===== src/rtl/uart_rxq_pkg.sv =====
// Shared constants for the receive queue: status bit positions and count.
package uart_rxq_pkg;
    localparam int ST_FULL = 0;
    localparam int ST_TOUT = 1;
    localparam int ST_OVF  = 2;
    localparam int ST_W    = 3;
endpackage


===== src/rtl/rxq_store.sv =====
// Byte queue storage with read/write pointers and an occupancy count.
// Assumes at most one push and one pop per cycle; flush beats both.
module rxq_store #(
    parameter int DEPTH  = 128,
    parameter int DATA_W = 8,
    parameter int CNT_W  = 8
) (
    input  logic              clk,
    input  logic              rst_n,
    input  logic              flush,
    input  logic              wr_req,
    input  logic [DATA_W-1:0] wr_data,
    input  logic              rd_req,
    output logic [DATA_W-1:0] rd_data,
    output logic [CNT_W-1:0]  count,
    output logic              ovf_evt
);
    localparam int PTR_W = (DEPTH > 1) ? $clog2(DEPTH) : 1;

    logic [DATA_W-1:0] mem [DEPTH];
    logic [PTR_W-1:0]  wp_q, rp_q;
    logic [CNT_W-1:0]  cnt_q;
    logic              full, empty, do_wr, do_rd;

    // Decode accepted push/pop and the overflow event.
    always_comb begin
        full    = (cnt_q == CNT_W'(DEPTH));
        empty   = (cnt_q == '0);
        do_wr   = wr_req && !full && !flush;
        do_rd   = rd_req && !empty && !flush;
        ovf_evt = wr_req && full && !flush;
    end

    // Store an accepted byte at the write pointer.
    always_ff @(posedge clk) begin
        if (do_wr) mem[wp_q] <= wr_data;
    end

    // Advance pointers and count; flush returns everything to zero.
    always_ff @(posedge clk) begin
        if (!rst_n || flush) begin
            wp_q  <= '0;
            rp_q  <= '0;
            cnt_q <= '0;
        end else begin
            if (do_wr) wp_q <= (wp_q == PTR_W'(DEPTH-1)) ? '0 : wp_q + 1'b1;
            if (do_rd) rp_q <= (rp_q == PTR_W'(DEPTH-1)) ? '0 : rp_q + 1'b1;
            unique case ({do_wr, do_rd})
                2'b10:   cnt_q <= cnt_q + 1'b1;
                2'b01:   cnt_q <= cnt_q - 1'b1;
                default: cnt_q <= cnt_q;
            endcase
        end
    end

    assign rd_data = mem[rp_q];
    assign count   = cnt_q;
endmodule


===== src/rtl/rxq_idle_timer.sv =====
// Counts bit periods of idle line while bytes wait; emits one event per
// idle period. Assumes bit_tick is a single-cycle pulse.
module rxq_idle_timer #(
    parameter int TOUT_W = 8
) (
    input  logic              clk,
    input  logic              rst_n,
    input  logic              restart,
    input  logic              bit_tick,
    input  logic              line_idle,
    input  logic              nonempty,
    input  logic              enable,
    input  logic              below_thr,
    input  logic [TOUT_W-1:0] limit,
    output logic              tout_evt
);
    logic [TOUT_W:0] cnt_q, cnt_inc;
    logic            fired_q, step, hit, hold_off;

    // Qualify a counting step and compare against the limit.
    always_comb begin
        hold_off = restart || !line_idle || !nonempty;
        step     = bit_tick && !fired_q && !hold_off;
        cnt_inc  = cnt_q + 1'b1;
        hit      = (cnt_inc >= {1'b0, limit});
        tout_evt = step && hit && enable && below_thr;
    end

    // Idle count and once-per-period latch.
    always_ff @(posedge clk) begin
        if (!rst_n || hold_off) begin
            cnt_q   <= '0;
            fired_q <= 1'b0;
        end else if (step) begin
            cnt_q <= cnt_inc;
            if (hit) fired_q <= 1'b1;
        end
    end
endmodule


===== src/rtl/rxq_status.sv =====
// Sticky status bits with write-one-to-clear, masking and a combined line.
// Assumes a clear wins over an event on the same edge.
module rxq_status #(
    parameter int ST_W = 3
) (
    input  logic            clk,
    input  logic            rst_n,
    input  logic [ST_W-1:0] evt,
    input  logic            clr_we,
    input  logic [ST_W-1:0] clr_mask,
    input  logic [ST_W-1:0] irq_en,
    output logic [ST_W-1:0] raw,
    output logic [ST_W-1:0] masked,
    output logic            irq
);
    for (genvar i = 0; i < ST_W; i++) begin : g_bit
        logic bit_q;
        // Set on event, clear on a one in the clear mask.
        always_ff @(posedge clk) begin
            if (!rst_n)                    bit_q <= 1'b0;
            else if (clr_we && clr_mask[i]) bit_q <= 1'b0;
            else if (evt[i])               bit_q <= 1'b1;
        end
        assign raw[i] = bit_q;
    end

    assign masked = raw & irq_en;
    assign irq    = |masked;
endmodule


===== src/rtl/uart_rx_fifo_irq.sv =====
// Receive queue top: configuration registers plus queue, idle timer and
// status. Assumes rx_valid, rd_en, flush and strobes are synchronous.
module uart_rx_fifo_irq
    import uart_rxq_pkg::*;
#(
    parameter int DEPTH    = 128,
    parameter int DATA_W   = 8,
    parameter int TOUT_W   = 8,
    parameter int THR_RST  = 120,
    parameter int TOUT_RST = 10,
    localparam int CNT_W   = $clog2(DEPTH + 1)
) (
    input  logic              clk,
    input  logic              rst_n,
    input  logic              rx_valid,
    input  logic [DATA_W-1:0] rx_data,
    input  logic              bit_tick,
    input  logic              line_idle,
    input  logic              cfg_we,
    input  logic [CNT_W-1:0]  cfg_full_thr,
    input  logic [TOUT_W-1:0] cfg_tout_len,
    input  logic              cfg_tout_en,
    input  logic [ST_W-1:0]   cfg_irq_en,
    input  logic              rd_en,
    output logic [DATA_W-1:0] rd_data,
    input  logic              clr_we,
    input  logic [ST_W-1:0]   clr_mask,
    input  logic              flush,
    output logic [ST_W-1:0]   stat_raw,
    output logic [ST_W-1:0]   stat_masked,
    output logic              irq,
    output logic [CNT_W-1:0]  fill_level
);
    logic [CNT_W-1:0]  thr_q;
    logic [TOUT_W-1:0] tout_q;
    logic              tout_en_q;
    logic [ST_W-1:0]   irq_en_q;
    logic [CNT_W-1:0]  count;
    logic              ovf_evt, tout_evt;
    logic [ST_W-1:0]   evt;

    // Configuration registers with their reset defaults.
    always_ff @(posedge clk) begin
        if (!rst_n) begin
            thr_q     <= CNT_W'(THR_RST);
            tout_q    <= TOUT_W'(TOUT_RST);
            tout_en_q <= 1'b1;
            irq_en_q  <= '0;
        end else if (cfg_we) begin
            thr_q     <= cfg_full_thr;
            tout_q    <= cfg_tout_len;
            tout_en_q <= cfg_tout_en;
            irq_en_q  <= cfg_irq_en;
        end
    end

    rxq_store #(.DEPTH(DEPTH), .DATA_W(DATA_W), .CNT_W(CNT_W)) u_store (
        .clk(clk), .rst_n(rst_n), .flush(flush),
        .wr_req(rx_valid), .wr_data(rx_data), .rd_req(rd_en),
        .rd_data(rd_data), .count(count), .ovf_evt(ovf_evt)
    );

    rxq_idle_timer #(.TOUT_W(TOUT_W)) u_timer (
        .clk(clk), .rst_n(rst_n), .restart(rx_valid || flush),
        .bit_tick(bit_tick), .line_idle(line_idle),
        .nonempty(count != '0), .enable(tout_en_q),
        .below_thr(count < thr_q), .limit(tout_q), .tout_evt(tout_evt)
    );

    // Gather the event sources into status bit order.
    always_comb begin
        evt          = '0;
        evt[ST_FULL] = (count >= thr_q);
        evt[ST_TOUT] = tout_evt;
        evt[ST_OVF]  = ovf_evt;
    end

    rxq_status #(.ST_W(ST_W)) u_status (
        .clk(clk), .rst_n(rst_n), .evt(evt), .clr_we(clr_we),
        .clr_mask(clr_mask), .irq_en(irq_en_q),
        .raw(stat_raw), .masked(stat_masked), .irq(irq)
    );

    assign fill_level = count;
endmodule


===== config.mk =====
export PLATFORM = sky130hd
export DESIGN_NAME = uart_rx_fifo_irq
export DESIGN_NICKNAME = d
export VERILOG_FILES = /design/src/rtl/uart_rxq_pkg.sv /design/src/rtl/rxq_store.sv /design/src/rtl/rxq_idle_timer.sv /design/src/rtl/rxq_status.sv /design/src/rtl/uart_rx_fifo_irq.sv
export SDC_FILE = /design/constraint.sdc
export NUM_CORES = 1
export LEC_CHECK = 0
export ABC_AREA = 1
export BUFFER_PORTS_ARGS = -buffer_cell sky130_fd_sc_hd__buf_4
export CAP_MARGIN = 20
export CORE_MARGIN = 1
export CORE_UTILIZATION = 57
export DETAILED_ROUTE_END_ITERATION = 12
export PLACE_DENSITY = 0.73
export SYNTH_ARGS = -nofsm -noshare
export SYNTH_HDL_FRONTEND = slang
export SYNTH_SLANG_ARGS = --single-unit
export TNS_END_PERCENT = 1

===== constraint.sdc =====
create_clock -name clk -period 7.4 [get_ports clk]
set_input_delay 0.74 -clock clk [delete_from_list [all_inputs] [get_ports clk]]
set_output_delay 0.74 -clock clk [all_outputs]
set_load 0.05 [all_outputs]

After elaboration in Yosys (flattened, before gate mapping)
Memory sizes are Yosys's and may differ from the RTL's. A register that Yosys moved wholly into a read port is not among the register bits. Cells that the tools add are included.

$add $sub $neg: 5. $lt $le $gt $ge: 3. Eq/ne operators: 5. Muxes and demuxes: 7. Bitwise logic cells: 2. Reduce and logical (&&, ||, !) cells: 35.

Operator list (count): 2-to-1 mux 7 bit (4); case mux 8 bit (2 select lines) (1); adder 7 x 1 -> 7 bit, second input constant (2); equality test 7 bit, second input constant (2); logical AND 1 bit (14); adder 9 x 1 -> 9 bit, second input constant (1); >= comparator 9 x 8 -> 1 bit (1); adder 8 x 1 -> 8 bit, second input constant (1); equality test 8 bit, second input constant (1); >= comparator 8 bit (1); zero test 1 bit (8); zero test 8 bit (1); < comparator 8 bit (1); nonzero test 8 bit (1); subtractor 8 x 1 -> 8 bit, second input constant (1); OR reduction 2 bit (3); logical OR 1 bit (5); AND 3 bit (1); OR reduction 3 bit (1); equality test 2 x 1 -> 1 bit, second input constant (1); equality test 2 bit, second input constant (1); 2-to-1 mux 1 bit (2); AND reduction 2 bit (1); nonzero test 2 bit (1); inverter 1 bit (1).

Register bits after elaboration: 55. Bits in writable memories: 1024. Input bits: 40. Logic and storage cells: 70. Memories: 1.

Memory list: u_store.mem (depth 128, bits a word 8, rd ports 1, clocked after memory_dff 1, write ports 1, RTL line rxq_store.sv:20) `logic [DATA_W-1:0] mem [DEPTH];`.

Depth between registers and ports, before layout
Gate-level depths: netlist of the first run.

Word-level depth: 8. Mapped depth: 17. Depth with buffers taken out: 17.

By module
A second synthesis of the first run with hierarchy kept.

Cell total of the unflattened synthesis: 4011. Area, all modules: 45314.7 um^2.

Modules (own cells, without submodules): rxq_store (instances 1, cells each 3753, area an instance 43493.0 um^2); uart_rx_fifo_irq (instances 1, cells each 123, area an instance 917.1 um^2); rxq_idle_timer (instances 1, cells each 110, area an instance 742.0 um^2); rxq_status (instances 1, cells each 25, area an instance 162.7 um^2).

Least setup slack after synthesis of the first run
No wires, ideal clock.

Path kind: reg-to-reg. Start point: reg u_store.cnt_q[1], in the netlist u_store.count[1]. End point: reg u_store.cnt_q[6], in the netlist u_store.count[6]. Setup time: 115 ps. Arrival: 2905 ps. Required time: 7285 ps. Setup slack: 4380 ps. Cell stages (with the launch flop): 18. Path buffers: 0. Clock period less this slack: 3020 ps. Cells stage by stage: dfxtp_1 -> inv_1 -> nand4_1 -> nor3_1 -> inv_1 -> nand2_1 -> nor2_2 -> ha_1 -> inv_1 -> fa_1 -> o21ai_0 -> nand2_1 -> nand2_1 -> nand2_1 -> nand2_1 -> xor2_1 -> o21ai_0 -> inv_1.

Longest elaborated chain between the ends: 6. Elaborated cells on any way between the ends: 14. Classes of those cells: 2 x add/sub; 3 x eq/ne; 1 x mux; 8 x reduce/logical.

RTL lines: start, declared (RTL line rxq_store.sv:22) `logic [CNT_W-1:0] cnt_q;`; start signal, assigned (RTL line rxq_store.sv:49) `2'b10: cnt_q <= cnt_q + 1'b1;`; start signal, assigned (RTL line rxq_store.sv:50) `2'b01: cnt_q <= cnt_q - 1'b1;`; start signal, assigned (RTL line rxq_store.sv:51) `default: cnt_q <= cnt_q;`; equality test 8 bit / zero test 8 bit (equally long branches) (RTL line rxq_store.sv:27, rxq_store.sv:28); zero test 1 bit (on tied branches) (RTL line rxq_store.sv:29, rxq_store.sv:30); logical AND 1 bit (on tied branches) (2 in a row) (RTL line rxq_store.sv:29, rxq_store.sv:30); equality test 2 x 1 -> 1 bit / equality test 2 bit (equally long branches) (RTL line rxq_store.sv:48) `unique case ({do_wr, do_rd})`; case mux 8 bit (2 select lines) / nonzero test 2 bit (equally long branches).

Parallel ways exist; a longest one is shown, timed or not. A chain may end at the register's enable or synchronous reset.

==> impl_metrics.prom, run 1 <==
# TYPE chip_impl_metric gauge
chip_impl_info{name="result_of_the_run",value="completed"} 1
chip_impl_metric{name="floorplan.die.width",unit="µm"} 283
chip_impl_metric{name="max_freq",unit="MHz"} 186
chip_impl_metric{name="antenna_violations_before_repair",unit=""} 0
chip_impl_info{name="timing.critical_path.slowest_stage_cell",value="sky130_fd_sc_hd__buf_4"} 1
chip_impl_metric{name="io_pins",unit=""} 63
chip_impl_metric{name="number_of_sinks_handled_by_clock_tree_synthesis",unit=""} 1086
chip_impl_metric{name="ctsHoldBuffers",unit=""} 0
chip_impl_metric{name="critical_path.max_fanout",unit=""} 82
chip_impl_metric{name="globalRouteOverflowTotal",unit=""} 0
chip_impl_metric{name="synthDominantCellAreaShare",unit="%"} 68.1
chip_impl_metric{name="drt-total-wl",unit="µm"} 110000
chip_impl_info{name="cts_tree",value="done"} 1
chip_impl_metric{name="max_cap_violations",unit=""} 0
chip_impl_info{name="yosys-top-cells-area",value="sky130_fd_sc_hd__edfxtp_1, sky130_fd_sc_hd__nand2_1, sky130_fd_sc_hd__nand3_1"} 1
chip_impl_metric{name="place_congestion",unit=""} 0.883
chip_impl_metric{name="finalSetupViolations",unit=""} 0
chip_impl_metric{name="post-dp-hpwl",unit="µm"} 61400
chip_impl_metric{name="synth_area_per_cell",unit="µm²"} 11.4
chip_impl_metric{name="p_comb_share",unit="%"} 3.4
chip_impl_metric{name="cts.reportedPaths.clkPinSlew",unit="ps"} 60
chip_impl_info{name="critical_path.reg2reg.startpoint",value="u_store.count[1]$_SDFFE_PP0P_"} 1
chip_impl_metric{name="drtIter0Drc",unit=""} 3453
chip_impl_metric{name="fin_setup_tns",unit="ps"} 0
chip_impl_metric{name="synth.yosys.warnings",unit=""} 0
chip_impl_metric{name="vias_per_cell",unit=""} 5.93
chip_impl_metric{name="htree_num_levels",unit=""} 3
chip_impl_metric{name="timing.final.hold_violations",unit=""} 0
chip_impl_metric{name="ctsResizeCount",unit=""} 0
chip_impl_metric{name="filler_cell_count",unit=""} 5860
chip_impl_metric{name="hold-path-cell-count",unit=""} 2
chip_impl_metric{name="synthToLayoutAreaGrowth",unit="%"} 9.13
chip_impl_info{name="dominantRegCellSynth",value="sky130_fd_sc_hd__edfxtp_1"} 1
chip_impl_metric{name="cts_bufs_inserted",unit=""} 107
chip_impl_metric{name="clk_latency",unit="ps"} 680
chip_impl_metric{name="cp.arrival",unit="ps"} 4630
chip_impl_info{name="synth_top_cell_by_area",value="sky130_fd_sc_hd__edfxtp_1"} 1
chip_impl_metric{name="synth_edf_count",unit=""} 1024
chip_impl_metric{name="die_y",unit="µm"} 283
chip_impl_metric{name="detailroute.via_count",unit=""} 30000
chip_impl_metric{name="yosysUniqueCellTypes",unit=""} 38
chip_impl_metric{name="reg2regPathDepth",unit=""} 6
chip_impl_metric{name="setup.reg_to_reg.worst_slack",unit="ps"} 3530
chip_impl_metric{name="drt_pass1_iterations",unit=""} 6
chip_impl_metric{name="placedCellCount",unit=""} 4859
chip_impl_metric{name="synthXorXnorAreaFrac",unit="%"} 0.369
chip_impl_info{name="timing.rr.end",value="u_store.mem[94][0]$_DFFE_PP_"} 1
chip_impl_metric{name="pin_count_of_the_biggest_net_entering_global_routing",unit=""} 256
chip_impl_metric{name="min_cycle_time_layout",unit="ps"} 5370
chip_impl_info{name="cp_top_family",value="buffers and inverters"} 1
chip_impl_metric{name="yosysSeqAreaShare",unit="%"} 70.9
chip_impl_metric{name="syn_inst",unit=""} 3966
chip_impl_metric{name="async_reset_ff_share",unit="%"} 0
chip_impl_info{name="end_kind",value="output pin"} 1
chip_impl_info{name="ctsRootBufferMaster",value="sky130_fd_sc_hd__clkbuf_16"} 1
chip_impl_metric{name="core-area",unit="mm²"} 0.0778
chip_impl_info{name="setup.worst_path.class",value="reg -> out"} 1
chip_impl_metric{name="gr-usage-all-layers",unit="%"} 27.4
chip_impl_metric{name="final-max-slew-violation-count",unit=""} 0
chip_impl_info{name="cp_cell_sequence",value="buf_4 > buf_4 > nand2_1 > nand3_1 > nand3_1 > nand3_1 > nand2_1 > nand2_1 > nand3_1 > nand2_1 > nand2_1 > nand2_1 > buf_4"} 1
chip_impl_metric{name="finish.cell_count_without_fillers",unit=""} 5061
chip_impl_metric{name="worstPathBufferInverterCount",unit=""} 3
chip_impl_info{name="hold_start",value="clr_mask[2]"} 1
chip_impl_metric{name="critical-path-max-stage-delay",unit="ps"} 840
chip_impl_metric{name="die_footprint",unit="mm²"} 0.0803
chip_impl_metric{name="pwr_density_cell",unit="mW/mm²"} 255
chip_impl_info{name="mostFrequentLayoutCells",value="sky130_fd_sc_hd__nand2_1, sky130_fd_sc_hd__edfxtp_1, sky130_fd_sc_hd__nand3_1"} 1
chip_impl_metric{name="power.net_switching",unit="W"} 0.00261
chip_impl_metric{name="post-cts-setup-buffer-count",unit=""} 0
chip_impl_metric{name="timing_worst_slew_pin_value",unit="ps"} 1130
chip_impl_info{name="hold_path.class",value="in -> reg"} 1
chip_impl_metric{name="irDropWorstVdd",unit="V"} 0.000177
chip_impl_metric{name="intPower",unit="W"} 0.00994
chip_impl_metric{name="drc_errors",unit=""} 0
chip_impl_info{name="unrepaired_setup_endpoints_after_global_routing",value="false"} 1
chip_impl_metric{name="numPortBuffers",unit=""} 62
chip_impl_metric{name="seq_power_share",unit="%"} 53.7
chip_impl_metric{name="static-leakage-power",unit="nW"} 17.5
chip_impl_metric{name="post_drt_wl_per_cell",unit="µm"} 21.8
chip_impl_info{name="mostFrequentLayoutCell",value="sky130_fd_sc_hd__nand2_1"} 1
chip_impl_metric{name="postLayoutCoreUtil",unit="%"} 63.3
chip_impl_metric{name="timing.max_slew.rel_slack",unit="%"} 24.3
chip_impl_metric{name="clockBufferDepth",unit=""} 3
chip_impl_info{name="synth_top_family_by_area",value="simple AND/OR/NAND/NOR gates"} 1
chip_impl_metric{name="clockPowerShare",unit="%"} 43.0
chip_impl_metric{name="postSynthRegisterBits",unit=""} 1086
chip_impl_metric{name="row_count",unit=""} 102
chip_impl_metric{name="synth.net_count",unit=""} 4033
chip_impl_metric{name="synth_simple_gate_area_share",unit="%"} 22.9
chip_impl_metric{name="wire_length_of_the_first_global_routing_pass",unit="µm"} 169000
chip_impl_metric{name="grt_pass1_vias",unit=""} 28800
chip_impl_metric{name="drtAntennaViolNets",unit=""} 0
chip_impl_metric{name="antenna_cells_inserted",unit=""} 0
chip_impl_metric{name="synth-compound-area-share",unit="%"} 1.12
chip_impl_metric{name="power_switching_share",unit="%"} 20.8
chip_impl_metric{name="post_synth_instance_area",unit="mm²"} 0.0451
chip_impl_metric{name="timing.final.crit_share",unit="%"} 72.6
chip_impl_metric{name="worstPathRequired",unit="ps"} 6660
chip_impl_metric{name="post_synth_mux_area_share",unit="%"} 0
chip_impl_metric{name="nets",unit=""} 3996
chip_impl_metric{name="start_util",unit="%"} 58.0
chip_impl_metric{name="clock_skew",unit="ps"} 26.4
chip_impl_info{name="timing.hold.worst_endpoint",value="u_status.g_bit[2].bit_q$_SDFFE_PP0P_"} 1
chip_impl_info{name="sort_of_element_at_the_start_of_the_critical_path",value="register"} 1
chip_impl_metric{name="yosys.area_share.adder",unit="%"} 0.765
chip_impl_info{name="critPathMostFrequentCell",value="sky130_fd_sc_hd__nand2_1"} 1
chip_impl_metric{name="share_of_cells_above_drive_strength_1",unit="%"} 6.59
==> layout make-up <==
type / instances / area, µm² / area share (%)
Sequential cell: 1086 / 32000 / 65.0
Multi-Input combinational cell: 2560 / 11400 / 23.1
Clock buffer: 143 / 2880 / 5.84
Tap cell: 1040 / 1300 / 2.64
Timing Repair Buffer: 97 / 786 / 1.60
Clock inverter: 58 / 604 / 1.23
Inverter: 77 / 317 / 0.643
==> worst max-delay path by stage <==
stage | start | end | slack (ps) | cells past startpoint
after floorplan | u_store.count[1]$_SDFFE_PP0P_ | u_store.count[6]$_SDFFE_PP0P_ | 4380 | 17
after global placement | register | rd_data[0] | 2930 | 13
after detailed placement | register | rd_data[0] | 2850 | 13
after CTS | register | rd_data[5] | 2130 | 13
after global routing | register | rd_data[5] | 1880 | 13
final | register | rd_data[5] | 2030 | 13
==> flip-flops by register name, indices dropped and copies added, names as in the netlist, 7 cells and up, named ones only <==
signal	flops
thr_q	8
u_timer.cnt_q	9
u_store.mem	1024
tout_q	8
u_store.rp_q	7
u_store.wp_q	7
u_store.count	8
==> cells by family after synthesis <==
kind of cell / after synthesis
flip-flops: 1086
adder cells (fa/ha/maj): 27
buffers and inverters: 320
XOR/XNOR: 19
AO/OA/AOI/OAI: 96
AND/OR/NAND/NOR: 2418
==> cells in the mapped netlist (3+ instances only) <==
library cell	instances
sky130_fd_sc_hd__dfxtp_1	62
sky130_fd_sc_hd__a211oi_1	3
sky130_fd_sc_hd__nor2_1	157
sky130_fd_sc_hd__nand3_1	944
sky130_fd_sc_hd__a21oi_1	54
sky130_fd_sc_hd__buf_1	17
sky130_fd_sc_hd__inv_1	71
sky130_fd_sc_hd__xor2_1	16
sky130_fd_sc_hd__inv_2	4
sky130_fd_sc_hd__clkbuf_1	28
sky130_fd_sc_hd__buf_2	143
sky130_fd_sc_hd__o21ai_0	31
sky130_fd_sc_hd__nand2_1	1289
sky130_fd_sc_hd__ha_1	26
sky130_fd_sc_hd__nand4_1	10
sky130_fd_sc_hd__buf_4	5
sky130_fd_sc_hd__buf_6	50
sky130_fd_sc_hd__xnor2_1	3
sky130_fd_sc_hd__nor3_1	7
sky130_fd_sc_hd__edfxtp_1	1024
sky130_fd_sc_hd__or2_2	3
==> metal layers <==
metal	up-vias	part of all wire (%)	global-route usage, %
met5	-	0	0
met4	0	3.5	10.1
met3	258	9.0	4.30
met2	1440	48	44.0
met1	14500	40	38.3
li1	13800	-	-
==> power groups by stage <==
stage / Clock [W] / Sequential (W) / Combinational [W]
finish: 0.00539 / 0.00674 / 0.000422
detailed placement: 0 / 0.00687 / 0.000418
global placement: 0 / 0.00687 / 0.000409
global route: 0.00566 / 0.00674 / 0.000463
CTS: 0.00543 / 0.00674 / 0.000420
floorplan: 0 / 0.00687 / 0.000231
==> through the flow <==
| stage | worst slack (ps) | power (W) | hold slack, ps | area [µm²] |
|---|---|---|---|---|
| 6_report | 2030 | 0.0126 | 262 | 49300 |
| 5_1_grt | 1880 | 0.0129 | 259 | 49300 |
| 4_1_cts | 2130 | 0.0126 | 232 | 49200 |
| 3_5_place_dp | 2850 | 0.00729 | 456 | 45800 |
| 3_3_place_gp | 2930 | 0.00728 | 449 | 45800 |
| 2_1_floorplan | 4380 | 0.00711 | 436 | 45100 |
No activity file was read; power rests on OpenSTA's default activity.
==> inputs of run 2 (changes only) <==
PLACE_DENSITY = 0.76   (was 0.73)
clock period = 4.8 ns   (was 7.4 ns; I/O delays follow)
==> run 2 against run 1 <==
Sequential share of layout area is 0.23 points lower. Power grew 54%. First-iteration DRC count grew 25%. Cell area rose by 0.36%. Clock-buffer cell count fell by 9. Clock power is 53% higher.
==> impl_metrics.prom, run 2 (same netlist as run 1, synthesis figures left out) <==
# TYPE chip_impl_metric gauge
chip_impl_metric{name="vias_per_cell",unit=""} 6.04
chip_impl_info{name="result_of_the_run",value="completed"} 1
chip_impl_metric{name="cts_bufs_inserted",unit=""} 107
chip_impl_metric{name="drc_errors",unit=""} 0
chip_impl_metric{name="postLayoutCoreUtil",unit="%"} 63.5
chip_impl_metric{name="irDropWorstVdd",unit="V"} 0.000315
chip_impl_info{name="timing.critical_path.slowest_stage_cell",value="sky130_fd_sc_hd__inv_4"} 1
chip_impl_metric{name="worstPathRequired",unit="ps"} 4320
chip_impl_info{name="end_kind",value="output pin"} 1
chip_impl_metric{name="timing.final.hold_violations",unit=""} 0
chip_impl_info{name="largest_register",value="u_store.mem"} 1
chip_impl_metric{name="htree_num_levels",unit=""} 3
chip_impl_info{name="largestRegisters",value="u_store.mem: 1024 flops, u_timer.cnt_q: 9 flops"} 1
chip_impl_metric{name="critical_path.max_fanout",unit=""} 81
chip_impl_metric{name="max_cap_violations",unit=""} 0
chip_impl_metric{name="core-area",unit="mm²"} 0.0778
chip_impl_info{name="unrepaired_setup_endpoints_after_global_routing",value="false"} 1
chip_impl_metric{name="number_of_sinks_handled_by_clock_tree_synthesis",unit=""} 1086
chip_impl_metric{name="grt_pass1_vias",unit=""} 28900
chip_impl_metric{name="max_freq",unit="MHz"} 236
chip_impl_metric{name="post-cts-setup-buffer-count",unit=""} 0
chip_impl_info{name="cp_top_family",value="buffers and inverters"} 1
chip_impl_metric{name="min_cycle_time_layout",unit="ps"} 4240
chip_impl_metric{name="globalRouteOverflowTotal",unit=""} 0
chip_impl_metric{name="timing.max_slew.rel_slack",unit="%"} 22.3
chip_impl_metric{name="die_y",unit="µm"} 283
chip_impl_info{name="setup.worst_path.class",value="reg -> out"} 1
chip_impl_info{name="cp_cell_sequence",value="inv_4 > buf_12 > nand3_1 > nand3_1 > nand2_1 > nand2_1 > nand3_1 > nand2_1 > nand2_1 > nand2_1 > buf_4"} 1
chip_impl_metric{name="synthToLayoutAreaGrowth",unit="%"} 9.52
chip_impl_info{name="ctsRootBufferMaster",value="sky130_fd_sc_hd__clkbuf_16"} 1
chip_impl_metric{name="ctsHoldBuffers",unit=""} 4
chip_impl_metric{name="fin_setup_tns",unit="ps"} 0
chip_impl_metric{name="wire_length_of_the_first_global_routing_pass",unit="µm"} 172000
chip_impl_info{name="hold_path.class",value="in -> reg"} 1
chip_impl_metric{name="p_total",unit="W"} 0.0193
chip_impl_metric{name="nets",unit=""} 4016
chip_impl_metric{name="antenna_cells_inserted",unit=""} 0
chip_impl_info{name="sort_of_element_at_the_start_of_the_critical_path",value="register"} 1
chip_impl_metric{name="timing_worst_slew_pin_value",unit="ps"} 1170
chip_impl_metric{name="antenna_violations_before_repair",unit=""} 2
chip_impl_metric{name="largest_register_ff_count",unit=""} 1024
chip_impl_metric{name="worstPathBufferInverterCount",unit=""} 3
chip_impl_info{name="mostFrequentLayoutCells",value="sky130_fd_sc_hd__nand2_1, sky130_fd_sc_hd__edfxtp_1, sky130_fd_sc_hd__nand3_1"} 1
chip_impl_metric{name="floorplan.die.width",unit="µm"} 283
chip_impl_metric{name="cts.reportedPaths.clkPinSlew",unit="ps"} 60
chip_impl_metric{name="drt-total-wl",unit="µm"} 113000
chip_impl_info{name="mostFrequentLayoutCell",value="sky130_fd_sc_hd__nand2_1"} 1
chip_impl_metric{name="place_congestion",unit=""} 0.904
chip_impl_metric{name="final-max-slew-violation-count",unit=""} 0
chip_impl_metric{name="numPortBuffers",unit=""} 62
chip_impl_metric{name="finish.cell_count_without_fillers",unit=""} 5078
chip_impl_metric{name="die_footprint",unit="mm²"} 0.0803
chip_impl_metric{name="placedCellCount",unit=""} 4876
chip_impl_metric{name="timing.final.crit_share",unit="%"} 88.4
chip_impl_metric{name="pwr_density_cell",unit="mW/mm²"} 391
chip_impl_metric{name="drtAntennaViolNets",unit=""} 0
chip_impl_metric{name="pin_count_of_the_biggest_net_entering_global_routing",unit=""} 191
chip_impl_metric{name="io_pins",unit=""} 63
chip_impl_metric{name="share_of_cells_above_drive_strength_1",unit="%"} 6.88
chip_impl_metric{name="drt_pass1_iterations",unit=""} 6
chip_impl_metric{name="ctsResizeCount",unit=""} 0
chip_impl_metric{name="finalSetupViolations",unit=""} 0
chip_impl_metric{name="critical-path-max-stage-delay",unit="ps"} 800
chip_impl_metric{name="start_util",unit="%"} 58.0
chip_impl_info{name="critPathMostFrequentCell",value="sky130_fd_sc_hd__nand2_1"} 1
chip_impl_metric{name="static-leakage-power",unit="nW"} 17.6
chip_impl_metric{name="row_count",unit=""} 102
chip_impl_info{name="cts_tree",value="done"} 1
chip_impl_metric{name="post-dp-hpwl",unit="µm"} 63000
chip_impl_metric{name="clk_latency",unit="ps"} 690
chip_impl_metric{name="clock_skew",unit="ps"} 29.0
chip_impl_metric{name="gr-usage-all-layers",unit="%"} 27.8
chip_impl_metric{name="cp.arrival",unit="ps"} 3760
chip_impl_metric{name="drtIter0Drc",unit=""} 4327
chip_impl_metric{name="detailroute.via_count",unit=""} 30700
chip_impl_metric{name="post_drt_wl_per_cell",unit="µm"} 22.3
chip_impl_metric{name="clockBufferDepth",unit=""} 3
## run 2: cell types whose count changed in the layout (fill, tap and decap cells not counted), sizes merged
cell / previous run / this run
buf: 97 / 113
clkbuf: 143 / 134
clkinv: 42 / 47
inv: 76 / 81
dlygate4sd3: 0 / 4
bufinv: 11 / 9
clkinvlp: 6 / 4
## run 2: path summary, 6_finish.rpt
| kind | from | end | slack [ps] | cells past startpoint |
|---|---|---|---|---|
| worst max-delay path | register | rd_data[2] | 560 | 11 |
| worst min-delay path | cfg_full_thr[6] | thr_q[6]$_SDFFE_PN1P_ | 30 | 3 |
| worst max register to register | u_store.count[1]$_SDFFE_PP0P_ | u_store.count[6]$_SDFFE_PP0P_ | 1400 | 16 |
| worst min register to register | thr_q[6]$_SDFFE_PN1P_ | thr_q[6]$_SDFFE_PN1P_ | 470 | 2 |
## run 2: metal layers
layer  vias to the layer above  wire [µm]  GRT usage (%)
met3                       275      12300           4.82
met1                     14700      43800           38.7
li1                      13800          -              -
met5                         -         21              0
met4                         2       3860           9.82
met2                      1829      53300           44.5
## run 2: worst reg2reg max path, stage by stage, from the launching register on
cell	delay (ps)
sky130_fd_sc_hd__dfxtp_1	400
sky130_fd_sc_hd__inv_1	100
sky130_fd_sc_hd__nand4_1	160
sky130_fd_sc_hd__nor3_2	90
sky130_fd_sc_hd__nor3_4	570
sky130_fd_sc_hd__inv_2	280
sky130_fd_sc_hd__ha_1	420
sky130_fd_sc_hd__ha_1	410
sky130_fd_sc_hd__nand2_1	60
sky130_fd_sc_hd__o21ai_0	260
sky130_fd_sc_hd__nand2_1	100
sky130_fd_sc_hd__nand2_1	70
sky130_fd_sc_hd__nand2_1	50
sky130_fd_sc_hd__nand2_1	70
sky130_fd_sc_hd__xor2_1	60
sky130_fd_sc_hd__o21ai_0	150
sky130_fd_sc_hd__inv_1	50
## run 2: per-stage QoR
stage	hold slack [ps]	cell area [µm²]	setup slack (ps)
after floorplan	436	45100	1780
final	25.6	49400	556
after CTS	3.42	49400	716
after global placement	446	45900	1440
after detailed placement	457	45900	1460
after global routing	29.7	49400	461
## run 2: final cells by class
cell class	count	area (µm²)
multi-input combinational	2560	11400
inverter	77	315
tap	1040	1300
clock inverter	64	611
sequential	1086	32000
clock buffer	134	2840
timing repair buffer	117	998
fill	5805	28400
## run 2: where the power goes
group | internal [W] | switching [W] | total, W
combinational | 0.000158 | 0.000524 | 0.000682
sequential | 0.0104 | 0.0000143 | 0.0104
clock | 0.00469 | 0.00357 | 0.00826
total | 0.0152 | 0.00411 | 0.0193
